===== src/rtl/scan_pkg.sv =====
package scan_pkg;

    localparam int NUM_DIGITS = 3;
    localparam int IDX_W      = 2;

    typedef enum logic [1:0] {
        SCAN_PARK  = 2'd0,
        SCAN_UNITS = 2'd1,
        SCAN_TENS  = 2'd2,
        SCAN_HUNDS = 2'd3
    } scan_state_e;

    typedef logic [IDX_W-1:0] digit_idx_t;

endpackage


===== src/rtl/scan_tick_gen.sv =====
module scan_tick_gen #(
    parameter int SCAN_DIV = 1000
) (
    input  logic clk,
    input  logic mrst,
    input  logic ext_sel,
    input  logic ext_scan,
    output logic tick
);
    localparam int CNT_W = (SCAN_DIV > 2) ? $clog2(SCAN_DIV) : 1;
    localparam logic [CNT_W-1:0] CNT_LAST = CNT_W'(SCAN_DIV - 1);

    logic [CNT_W-1:0] div_cnt;
    logic             ext_prev;
    logic             div_tick;
    logic             ext_rise;

    // Free-running divider, cleared by master reset.
    always_ff @(posedge clk) begin
        if (mrst) begin
            div_cnt <= '0;
        end else if (div_cnt == CNT_LAST) begin
            div_cnt <= '0;
        end else begin
            div_cnt <= div_cnt + 1'b1;
        end
    end

    // The previous level always tracks the input, so a level already high
    // when reset ends is not taken as an edge.
    always_ff @(posedge clk) begin
        ext_prev <= ext_scan;
    end

    assign div_tick = (div_cnt == CNT_LAST);
    assign ext_rise = ext_scan & ~ext_prev;

    always_comb begin
        if (mrst) begin
            tick = 1'b0;
        end else if (ext_sel) begin
            tick = ext_rise;
        end else begin
            tick = div_tick;
        end
    end

endmodule


===== src/rtl/scan_sequencer.sv =====
module scan_sequencer
    import scan_pkg::*;
(
    input  logic       clk,
    input  logic       mrst,
    input  logic       tick,
    output digit_idx_t sel_idx,
    output logic       blank
);
    scan_state_e state_q;
    scan_state_e state_d;

    // State register
    always_ff @(posedge clk) begin
        state_q <= state_d;
    end

    // Transitions
    always_comb begin
        state_d = state_q;
        if (mrst) begin
            state_d = SCAN_PARK;
        end else begin
            unique case (state_q)
                SCAN_PARK:  state_d = SCAN_UNITS;
                SCAN_UNITS: state_d = tick ? SCAN_TENS  : SCAN_UNITS;
                SCAN_TENS:  state_d = tick ? SCAN_HUNDS : SCAN_TENS;
                SCAN_HUNDS: state_d = tick ? SCAN_UNITS : SCAN_HUNDS;
                default:    state_d = SCAN_PARK;
            endcase
        end
    end

    // Outputs
    always_comb begin
        sel_idx = digit_idx_t'(0);
        blank   = 1'b0;
        unique case (state_q)
            SCAN_PARK: begin
                sel_idx = digit_idx_t'(0);
                blank   = 1'b1;
            end
            SCAN_UNITS: sel_idx = digit_idx_t'(0);
            SCAN_TENS:  sel_idx = digit_idx_t'(1);
            SCAN_HUNDS: sel_idx = digit_idx_t'(2);
            default: begin
                sel_idx = digit_idx_t'(0);
                blank   = 1'b1;
            end
        endcase
    end

endmodule


===== src/rtl/digit_selector.sv =====
module digit_selector
    import scan_pkg::*;
#(
    parameter int DIG_W = 4
) (
    input  logic [NUM_DIGITS*DIG_W-1:0] digits_in,
    input  digit_idx_t                  sel_idx,
    output logic [DIG_W-1:0]            bcd_out
);
    logic [DIG_W-1:0] slot [NUM_DIGITS];

    for (genvar g = 0; g < NUM_DIGITS; g++) begin : g_slot
        assign slot[g] = digits_in[g*DIG_W +: DIG_W];
    end

    always_comb begin
        bcd_out = '0;
        for (int i = 0; i < NUM_DIGITS; i++) begin
            if (sel_idx == digit_idx_t'(i)) begin
                bcd_out = slot[i];
            end
        end
    end

endmodule


===== src/rtl/strobe_driver.sv =====
module strobe_driver
    import scan_pkg::*;
(
    input  digit_idx_t            sel_idx,
    input  logic                  blank,
    output logic [NUM_DIGITS-1:0] dsel_n
);
    for (genvar g = 0; g < NUM_DIGITS; g++) begin : g_strobe
        assign dsel_n[g] = blank | (sel_idx != digit_idx_t'(g));
    end

endmodule


===== src/rtl/scan_mux_top.sv =====
module scan_mux_top
    import scan_pkg::*;
#(
    parameter int DIG_W    = 4,
    parameter int SCAN_DIV = 1000
) (
    input  logic                          clk,
    input  logic                          mrst,
    input  logic                          ext_sel,
    input  logic                          ext_scan,
    input  logic [NUM_DIGITS*DIG_W-1:0]   digits_in,
    output logic [DIG_W-1:0]              bcd_out,
    output logic [NUM_DIGITS-1:0]         dsel_n
);
    logic       tick;
    digit_idx_t sel_idx;
    logic       blank;

    scan_tick_gen #(.SCAN_DIV(SCAN_DIV)) u_tick (
        .clk      (clk),
        .mrst     (mrst),
        .ext_sel  (ext_sel),
        .ext_scan (ext_scan),
        .tick     (tick)
    );

    scan_sequencer u_seq (
        .clk     (clk),
        .mrst    (mrst),
        .tick    (tick),
        .sel_idx (sel_idx),
        .blank   (blank)
    );

    digit_selector #(.DIG_W(DIG_W)) u_sel (
        .digits_in (digits_in),
        .sel_idx   (sel_idx),
        .bcd_out   (bcd_out)
    );

    strobe_driver u_strobe (
        .sel_idx (sel_idx),
        .blank   (blank),
        .dsel_n  (dsel_n)
    );

endmodule


===== config.mk =====
export PLATFORM = sky130hd
export DESIGN_NAME = scan_mux_top
export DESIGN_NICKNAME = d
export VERILOG_FILES = /design/src/rtl/scan_pkg.sv /design/src/rtl/scan_tick_gen.sv /design/src/rtl/scan_sequencer.sv /design/src/rtl/digit_selector.sv /design/src/rtl/strobe_driver.sv /design/src/rtl/scan_mux_top.sv
export SDC_FILE = /design/constraint.sdc
export NUM_CORES = 1
export LEC_CHECK = 0
export ABC_AREA = 1
export ABC_CLOCK_PERIOD_IN_PS = 2600
export BUFFER_PORTS_ARGS = -buffer_cell sky130_fd_sc_hd__buf_2
export CORE_MARGIN = 4
export CORE_UTILIZATION = 43
export CTS_CLUSTER_SIZE = 8
export DETAILED_ROUTE_END_ITERATION = 6
export PLACE_DENSITY_LB_ADDON = 0.2
export RECOVER_POWER = 50
export SLEW_MARGIN = 20
export SYNTH_ARGS = -nofsm -noshare
export SYNTH_HDL_FRONTEND = slang
export SYNTH_SLANG_ARGS = --single-unit
export TNS_END_PERCENT = 100

===== constraint.sdc =====
create_clock -name clk -period 2.6 [get_ports clk]
set_input_delay 0.13 -clock clk [delete_from_list [all_inputs] [get_ports clk]]
set_output_delay 0.13 -clock clk [all_outputs]
set_load 0.1 [all_outputs]

==> impl_metrics.ini, run 1 <==
[run_status]
status = complete, no violations

[global_route]
groute.usage.overall_pct = 13.49
grt_pass1_wl_um = 2056
grt_max_degree = 8
antenna_found_initial = 0
first_global_vias = 548
grt-ovfl-total = 0

[min_path]
min_path_cells = 2
hold_path_class = input port to register

[timing]
hold_violations = 0
min_period_ns = 1.708
period_share_pct = 65.69
setup_tns_ns = 0
worst_hold_slack_ns = 0.05688
max_slew_margin_pct = 22.92
drv_slew = 0
max_freq_mhz = 585.5
setup_violations = 0
skew_ns = 0.001155
rsz0062_at_grt = false
tightestPinTransition_ns = 1.161

[logic_synthesis]
synth_cells = 92
yosysSeqAreaShare_pct = 39.32
netlist.area_leader.share_pct = 39.32
synth.area.top_cells = dfxtp_1 39%, nand2_1 12%, nand3_1 6.8%
ys_ff_latch = 13
synth.avg_cell_area_um2 = 7.194
synthDistinctLibCells = 20
synth_area_leader_cell = dfxtp_1
synth_warnings = 0
syn_nets = 109
synth_area_um2 = 661.9

[detailed_routing]
via_per_inst = 4.687
wl_met1_um = 580
routedWlPerCell_um = 9.634
top_layer_used = met4
wl_met3_um = 100
drtPass1Iterations = 4
drtIter0Drc = 4
drc = 0
totalWireLength_um = 1291
dr_total_vias = 628
ant_nets = 0
wl_met2_um = 598

[floorplanning]
fp.dieArea_um2 = 2231
core_area_um2 = 1366
ios = 23
die_h_um = 47.24
start_util_pct = 48.44
rows = 13
die_x_um = 47.24

[place]
place.gp.congestion = 0.7182
portBuffers = 22
hpwl_um = 1082

[clock_network]
post_cts_resized = 0
clk_pin_slew_worst_paths_ns = 0.08
post-cts-setup-buffers = 0
htreeDepth = 1
cts_buffers = 3
cts_root_buf = clkbuf_4
insertion_delay_ns = 0.27
clock_path_buffers = 2
cts_tree = built
cts_sinks = 13

[power]
powerDensity_nw_per_um2 = 544.8
leakage_nw = 0.3594
ir_drop_mv = 0.2130

[worst_setup_path]
rrSetupSlack_ns = 1.21
r2r-start = u_tick.div_cnt[0]$_SDFF_PP0_
r2r-end = u_tick.div_cnt[5]$_SDFF_PP0_
critPathKind = register to primary output
crit_fanout = 4
crit_arrival_ns = 1.58
cp-endpoint = dsel_n[2]
worstSetupEndpointType = primary output
cp-startpoint = u_seq.state_q[0]$_SDFF_PP0_
critPathLaunchType = register
worstPathRequired_ns = 2.47
worst_r2r_path_depth = 8

[layout]
syn2layout_area_growth_pct = 23.06
multiInputGateArea_um2 = 346.6
antenna_cells = 0
finish.utilization_pct = 59.62
fin_nets = 137
drive_above_1_share_pct = 29.41
n_fill_cell = 141
seqCellArea_um2 = 260.3

[flow_run]
max-cap-violations = 0
==> through the flow <==
stage                     instance area [um^2]  total power (W)  instances  setup WS, ns
final                                    814.5        0.0004437        134        0.8921
after global routing                     814.5        0.0004690        134        0.7345
after CTS                                827.0        0.0004528        134        0.8791
after detailed placement                 790.8        0.0003251        129         1.197
after global placement                   790.8        0.0003238        129         1.242
after floorplan                          661.9        0.0003001         92        0.4471
==> cell usage after synthesis <==
library cell and instances:
a21oi_1 5, a21oi_2 1, dfxtp_1 13, ha_1 1, inv_1 10, inv_2 2, nand2_1 21, nand2_2 4
nand3_1 9, nand3_2 3, nand3b_2 1, nor2_1 9, nor2_2 4, nor2_4 1, nor3_1 2, o21ai_0 2
o21ai_1 1, o21bai_1 1, xnor2_1 1, xor2_1 1
==> routing by layer <==
metal / track usage [%] / vias up
met3: 5.747 / 2
met1: 15.42 / 260
met2: 21.39 / 22
met5: 0 / -
met4: 6.630 / 0
li1: - / 344
==> critical path: stages, from the launching register on <==
cell	delay, ns
dfxtp_1	0.34
nand2_1	0.09
clkbuf_1	0.86
==> how the worst min path moves through the flow <==
stage                                        to  startpoint  slack [ns]
finish              u_seq.state_q[1]$_SDFF_PP0_        mrst        0.06
global route        u_seq.state_q[1]$_SDFF_PP0_        mrst        0.05
CTS                 u_seq.state_q[1]$_SDFF_PP0_        mrst        0.05
detailed placement      u_tick.ext_prev$_DFF_P_    ext_scan        0.25
global placement        u_tick.ext_prev$_DFF_P_    ext_scan        0.25
floorplan               u_tick.ext_prev$_DFF_P_    ext_scan        0.16
==> cell usage in the layout (no fill, tap or decap), drive strengths merged <==
cell type,synthesis,layout
nand2,25,25
buf,0,20
nor2,14,14
dfxtp,13,13
inv,12,12
nand3,12,12
a21oi,6,6
clkbuf,0,6
o21ai,3,3
nor3,2,2
nand3b,1,1
xnor2,1,1
o21bai,1,1
xor2,1,1
ha,1,1
dlygate4sd3,0,1
==> state kept, by name (all words and copies together) (netlist names) <==
name and cells:
u_seq.state_q 2, u_tick.div_cnt 10, u_tick.ext_prev 1
==> what timing repair did <==
| action | in CTS | in global routing |
|---|---|---|
| hold endpoints to repair | 1 | 0 |
| setup endpoints to repair | 0 | 0 |
| hold buffers | 1 | 0 |
==> power breakdown <==
part | internal (W) | switching, W | total [W]
Combinational | 0.0000250 | 0.0000827 | 0.000108
Sequential | 0.000206 | 0.00000539 | 0.000211
Clock | 0.0000595 | 0.0000652 | 0.000125
Total | 0.000290 | 0.000153 | 0.000444
==> cell type report <==
type                    instances  area share, %
repair buffers                 23          14.44
clock buffers                   4          3.226
flip-flops and latches         13          31.95
multi-input cells              67          42.55
well taps                      15          2.304
inverters                      12          5.530
==> cell families (layout without fill, tap and decap cells) <==
family	after synthesis	in the layout	share of synthesized area, %
compound gates	10	10	8.506
buf+inv	12	39	6.806
fa+ha+maj	1	1	1.890
simple gates	54	54	40.83
flops	13	13	39.32
xor+xnor	2	2	2.647
No activity file was read; power rests on OpenSTA's default activity.
==> inputs of run 2 (changes only) <==
ABC_CLOCK_PERIOD_IN_PS = 1500   (was 2600)
CORE_UTILIZATION = 42   (was 43)
clock period = 1.5 ns   (was 2.6 ns; I/O delays follow)
==> run 2 against run 1 <==
Combinational power rose by 120%. Design area is 17% higher. Sequential power rose by 75%. First-iteration DRC count increased to 2.8 times the previous value. Routed wire length grew 4.5%. Flip-flop and latch count did not move. Utilization rose by 4.3 points. Clock skew up 0.0016 ns. Critical path type unchanged. Largest power group unchanged.
==> impl_metrics.ini, run 2 (synthesis results as in run 1) <==
[worst_setup_path]
worst_r2r_path_depth = 8
critPathLaunchType = register
cp-startpoint = u_seq.state_q[0]$_SDFF_PP0_
worstSetupEndpointType = primary output
crit_arrival_ns = 1.30
path_cells = nand2_2, inv_1, nand2_1, nand3_4, buf_12
crit_fanout = 4
slowest_delay_ns = 0.46
worstPathRequired_ns = 1.42
r2r-start = u_tick.div_cnt[0]$_SDFF_PP0_
critPathKind = register to primary output
slowest_stage = dfxtp_1

[floorplanning]
die_h_um = 47.70
core_area_um2 = 1489
ios = 23
fp.dieArea_um2 = 2275
rows = 14
die_x_um = 47.70
start_util_pct = 44.45

[timing]
period_share_pct = 91.33
max_slew_margin_pct = 64.27
max_freq_mhz = 729.9
setup_tns_ns = 0
min_period_ns = 1.370
tightestPinTransition_ns = 0.5383
setup_violations = 0
hold_violations = 0
skew_ns = 0.002750
rsz0062_at_grt = false
drv_slew = 0

[layout]
fin_nets = 138
regMostFlops = u_tick.div_cnt
antenna_cells = 0
syn2layout_area_growth_pct = 43.86
drive_above_1_share_pct = 39.17
largest_reg_flops = 10
reg_top3 = u_tick.div_cnt: 10 flops, u_seq.state_q: 2 flops, u_tick.ext_prev: 1 flops
design_area_um2 = 952.2
mostFrequentLayoutCell = nand2_1
final_cell_mix = 19 x nand2_1, 15 x buf_2, 13 x dfxtp_1, 9 x inv_1, 9 x nor2_1

[place]
hpwl_um = 1128
place_area_um2 = 899.6
place.gp.congestion = 0.7488
portBuffers = 22

[power]
p_comb_share_pct = 29.2
ir_drop_mv = 0.5252
leakage_nw = 0.4096
cellInternalPower_w = 0.0005429
p_sw_w = 0.0002787
pwr-share-clk_pct = 25.8
powerDensity_nw_per_um2 = 862.8
pwr-share-seq_pct = 45.0
switching_share_pct = 33.92

[clock_network]
cts_tree = built
cts_root_buf = clkbuf_4
insertion_delay_ns = 0.27
clock_path_buffers = 2
cts_sinks = 13
cts_buffers = 3
clk_pin_slew_worst_paths_ns = 0.08
htreeDepth = 1

[detailed_routing]
drtPass1Iterations = 4
dr_total_vias = 657
routedWlPerCell_um = 9.919
via_per_inst = 4.831
drtIter0Drc = 11
ant_nets = 0
drc = 0
totalWireLength_um = 1349

[global_route]
grt_pass1_wl_um = 2297
first_global_vias = 580
antenna_found_initial = 0
groute.usage.overall_pct = 14.26
grt_max_degree = 8
grt-ovfl-total = 0

[run_status]
status = complete, no violations

[flow_run]
max-cap-violations = 0

[min_path]
hold_path_class = input port to register
worstHoldStart = ext_sel
min_path_cells = 4
==> run 2: cell count changes in the layout (fill, tap and decap cells not counted), moves of 3 or more <==
cell,previous run,this run
nand3_4,0,3
nand2_2,1,6
nand2_1,24,19
buf_12,0,4
nand3_1,9,5
buf_2,20,15
==> run 2: metrics by stage <==
| stage | setup slack (ns) | instances | power (W) | hold slack [ns] | utilization [%] |
|---|---|---|---|---|---|
| 6_report | 0.1300 | 136 | 0.0008215 | 0.1625 | 63.95 |
| 5_1_grt | 0.02630 | 136 | 0.0008635 | 0.1997 | 63.95 |
| 4_1_cts | 0.02323 | 136 | 0.0008262 | 0.1542 | 63.70 |
| 3_5_place_dp | 0.2165 | 130 | 0.0006118 | 0.1942 | 60.42 |
| 3_3_place_gp | 0.2444 | 130 | 0.0006098 | 0.1945 | 60.42 |
| 2_1_floorplan | -0.01181 | 92 | 0.0005341 | 0.1027 | - |
==> run 2: final cells by class <==
| type | instances | area [um^2] |
|---|---|---|
| Fill cell | 128 | 536.8 |
| Sequential cell | 13 | 260.3 |
| Inverter | 12 | 45.04 |
| Tap cell | 16 | 20.02 |
| Clock buffer | 4 | 26.28 |
| Timing Repair Buffer | 24 | 191.4 |
| Multi-Input combinational cell | 67 | 409.1 |
==> run 2: critical path, delay by kind of cell (launching register included) <==
family,cells,cell delay [ns]
flip-flops,1,0.46
AND/OR/NAND/NOR,3,0.28
buffers and inverters,2,0.27
==> run 2: path summary, 6_finish.rpt <==
| kind | slack [ns] | to |
|---|---|---|
| max | 0.13 | bcd_out[3] |
| min | 0.16 | u_seq.state_q[0]$_SDFF_PP0_ |
| max reg2reg | 0.19 | u_tick.div_cnt[7]$_SDFF_PP0_ |
| min reg2reg | 0.47 | u_tick.div_cnt[0]$_SDFF_PP0_ |
==> run 2: repair_timing <==
action,in CTS,in global routing
setup buffers,0,0
hold buffers,2,0
endpoints found under the hold margin,2,0
endpoints found under the setup margin,5,5
pin swaps,0,0
resized for setup,1,3
==> run 2: layer usage <==
| metal | vias up | wire (um) | GRT usage (%) |
|---|---|---|---|
| li1 | 348 | - | - |
| met1 | 285 | 615 | 19.02 |
| met2 | 22 | 612 | 20.84 |
| met3 | 2 | 102 | 3.008 |
| met4 | 0 | 19 | 8.602 |
| met5 | - | 0 | 0 |
==> run 2: power by group through the flow <==
stage / clock (W) / combinational [W] / sequential (W)
2_1_floorplan: 0 / 0.000160 / 0.000374
5_1_grt: 0.000237 / 0.000255 / 0.000372
3_3_place_gp: 0 / 0.000234 / 0.000376
4_1_cts: 0.000217 / 0.000240 / 0.000368
6_report: 0.000212 / 0.000240 / 0.000370
3_5_place_dp: 0 / 0.000235 / 0.000376
==> inputs of run 3 (changes only) <==
ABC_AREA = not set   (was 1)
CORE_UTILIZATION = 43   (was 42)
PLACE_DENSITY_LB_ADDON = 0.1   (was 0.2)
==> run 3 against run 2 <==
Critical path depth grew 1. Synthesized area grew 5.5%. Utilization grew 1.7 points. Sequential power grew 3%. Die area grew 2.5%. First-iteration DRC count is the same. Clock skew shrank 0.0015 ns. Final cell count shrank 7.4%. Worst hold slack lost 0.055 ns. Combinational power is essentially flat. Design area grew 5.1%. Count of clock-buffer cells in the layout is the same.
==> impl_metrics.ini, run 3 <==
[run_status]
status = complete, no violations

[worst_setup_path]
path_cells = ha_1, buf_4, nand4_1, nor3_1, a21oi_1, a21oi_1
cp_common_cell = a21oi_1
slowest_stage = dfxtp_1
worstSetupEndpointType = register
crit_fanout = 4
worstPathRequired_ns = 1.71
critPathKind = register to register
crit_arrival_ns = 1.60
slowest_delay_ns = 0.39
critPathLaunchType = register

[layout]
largest_reg_flops = 10
mostFrequentLayoutCell = buf_2
multiInputGateArea_um2 = 437.9
drive_above_1_share_pct = 37.27
n_fill_cell = 131
antenna_cells = 0
fin_nets = 128
final_cell_mix = 14 x buf_2, 12 x dfxtp_1, 10 x nor2_1, 6 x buf_12
seqCellArea_um2 = 261.5
regMostFlops = u_tick.div_cnt
design_area_um2 = 1001
reg_top3 = u_tick.div_cnt: 10 flops, u_seq.state_q: 2 flops, u_tick.ext_prev: 1 flops
syn2layout_area_growth_pct = 43.37

[detailed_routing]
routedWlPerCell_um = 12.63
via_per_inst = 5.222
totalWireLength_um = 1591
drc = 0
drtIter0Drc = 11
ant_nets = 0
drtPass1Iterations = 4
dr_total_vias = 658

[logic_synthesis]
synth_warnings = 0
async_reset_ff_share_pct = 0
synth_area_um2 = 698.2
synth_cells = 82
syn_nets = 99
synth_area_leader_cell = dfxtp_1
synth.avg_cell_area_um2 = 8.514
ys_ff_latch = 13
synthDistinctLibCells = 28
yosysSeqAreaShare_pct = 37.28
synth.most_common_cell = dfxtp_1
synth_enable_flop_cells = 0
synth.area.top_cells = dfxtp_1 37%, mux2i_1 7.2%, nor2_1 5.9%
dominantRegCellSynth = dfxtp_1
netlist.area_leader.share_pct = 37.28
synthTopCellsByCount = 13 x dfxtp_1, 11 x nor2_1, 7 x a21oi_1

[power]
leakage_nw = 0.4498
powerDensity_nw_per_um2 = 833.5
ir_drop_mv = 0.5985
power_w = 0.0008343

[place]
place.gp.congestion = 0.7310
hpwl_um = 1276
portBuffers = 22
place_area_um2 = 958.4
place_ws_ns = 0.07438

[timing]
tightestPinTransition_ns = 0.5392
max_freq_mhz = 715.7
setup_violations = 0
hold_violations = 0
timing.final.ws_setup_ns = 0.1028
max_slew_margin_pct = 64.20
min_period_ns = 1.397
skew_ns = 0.001220
rsz0062_at_grt = false
period_share_pct = 93.15
drv_slew = 0
setup_tns_ns = 0

[floorplanning]
fp.dieArea_um2 = 2332
start_util_pct = 45.81
die_h_um = 48.30
core_area_um2 = 1524
ios = 23
die_x_um = 48.30
rows = 14

[clock_network]
clk_pin_slew_worst_paths_ns = 0.08
clock_path_buffers = 2
insertion_delay_ns = 0.27
cts_sinks = 13
cts_buffers = 3
htreeDepth = 1
cts_tree = built
cts_root_buf = clkbuf_4

[min_path]
hold_path_class = input port to register

[flow_run]
max-cap-violations = 0

[global_route]
groute.usage.overall_pct = 16.54
first_global_vias = 593
grt_max_degree = 12
grt_pass1_wl_um = 2635
antenna_found_initial = 0
grt-ovfl-total = 0
[run 3: layout make-up]
class	count	share of cell area [%]
Timing Repair Buffer	28	24.38
Multi-Input combinational cell	62	43.75
Clock buffer	4	2.625
Sequential cell	13	26.13
Tap cell	16	2.000
Inverter	3	1.125
[run 3: logic make-up after synthesis]
family	after synthesis	share of synthesized area, %
buffers and inverters	7	4.122
and+or+nand+nor	36	28.49
adders and majority gates	1	1.792
AOI/OAI and AO/OA	14	13.26
muxes	6	8.782
xor gates and xnor gates	5	6.274
DFF	13	37.28
[run 3: what timing repair did]
action | CTS | global route
gates resized for setup | 0 | 3
hold endpoints to repair | 1 | 0
hold buffers | 1 | 0
setup buffers | 0 | 0
setup endpoints to repair | 0 | 6
[run 3: through the flow]
stage	utilization [%]	hold slack (ns)	instances
2_1_floorplan	-	0.1027	82
3_3_place_gp	62.89	0.1887	121
3_5_place_dp	62.89	0.1928	121
4_1_cts	65.27	0.1079	126
5_1_grt	65.68	0.1399	126
6_report	65.68	0.1071	126
[run 3: layer usage]
layer | global-route usage, % | share of wire, %
met5 | 0 | 0
met3 | 7.011 | 4.7
met2 | 23.70 | 47
met1 | 22.49 | 48
met4 | 4.839 | 0.63
[run 3: worst max-delay path: cells and delay by family, from the launching register on]
family          cells  cell delay, ns
compound gates      2            0.22
fa+ha+maj           1            0.25
buf+inv             1            0.15
simple gates        2            0.31
flops               1            0.39
[run 3: worst paths after layout]
kind / startpoint / end / slack (ns) / depth (start not counted)
min: mrst / u_tick.div_cnt[4]$_SDFF_PP0_ / 0.11 / 2
max: u_tick.div_cnt[0]$_SDFF_PP0_ / u_tick.div_cnt[8]$_SDFF_PP0_ / 0.10 / 6
max reg2reg: u_tick.div_cnt[0]$_SDFF_PP0_ / u_tick.div_cnt[8]$_SDFF_PP0_ / 0.10 / 6
min reg2reg: u_tick.div_cnt[0]$_SDFF_PP0_ / u_tick.div_cnt[0]$_SDFF_PP0_ / 0.51 / 1
[run 3: where the power goes]
| part | internal (W) | leakage (nW) | switching (W) | total [W] |
|---|---|---|---|---|
| clock | 0.000103 | 0.0150 | 0.000114 | 0.000218 |
| sequential | 0.000360 | 0.106 | 0.0000201 | 0.000380 |
| combinational | 0.0000944 | 0.328 | 0.000142 | 0.000237 |
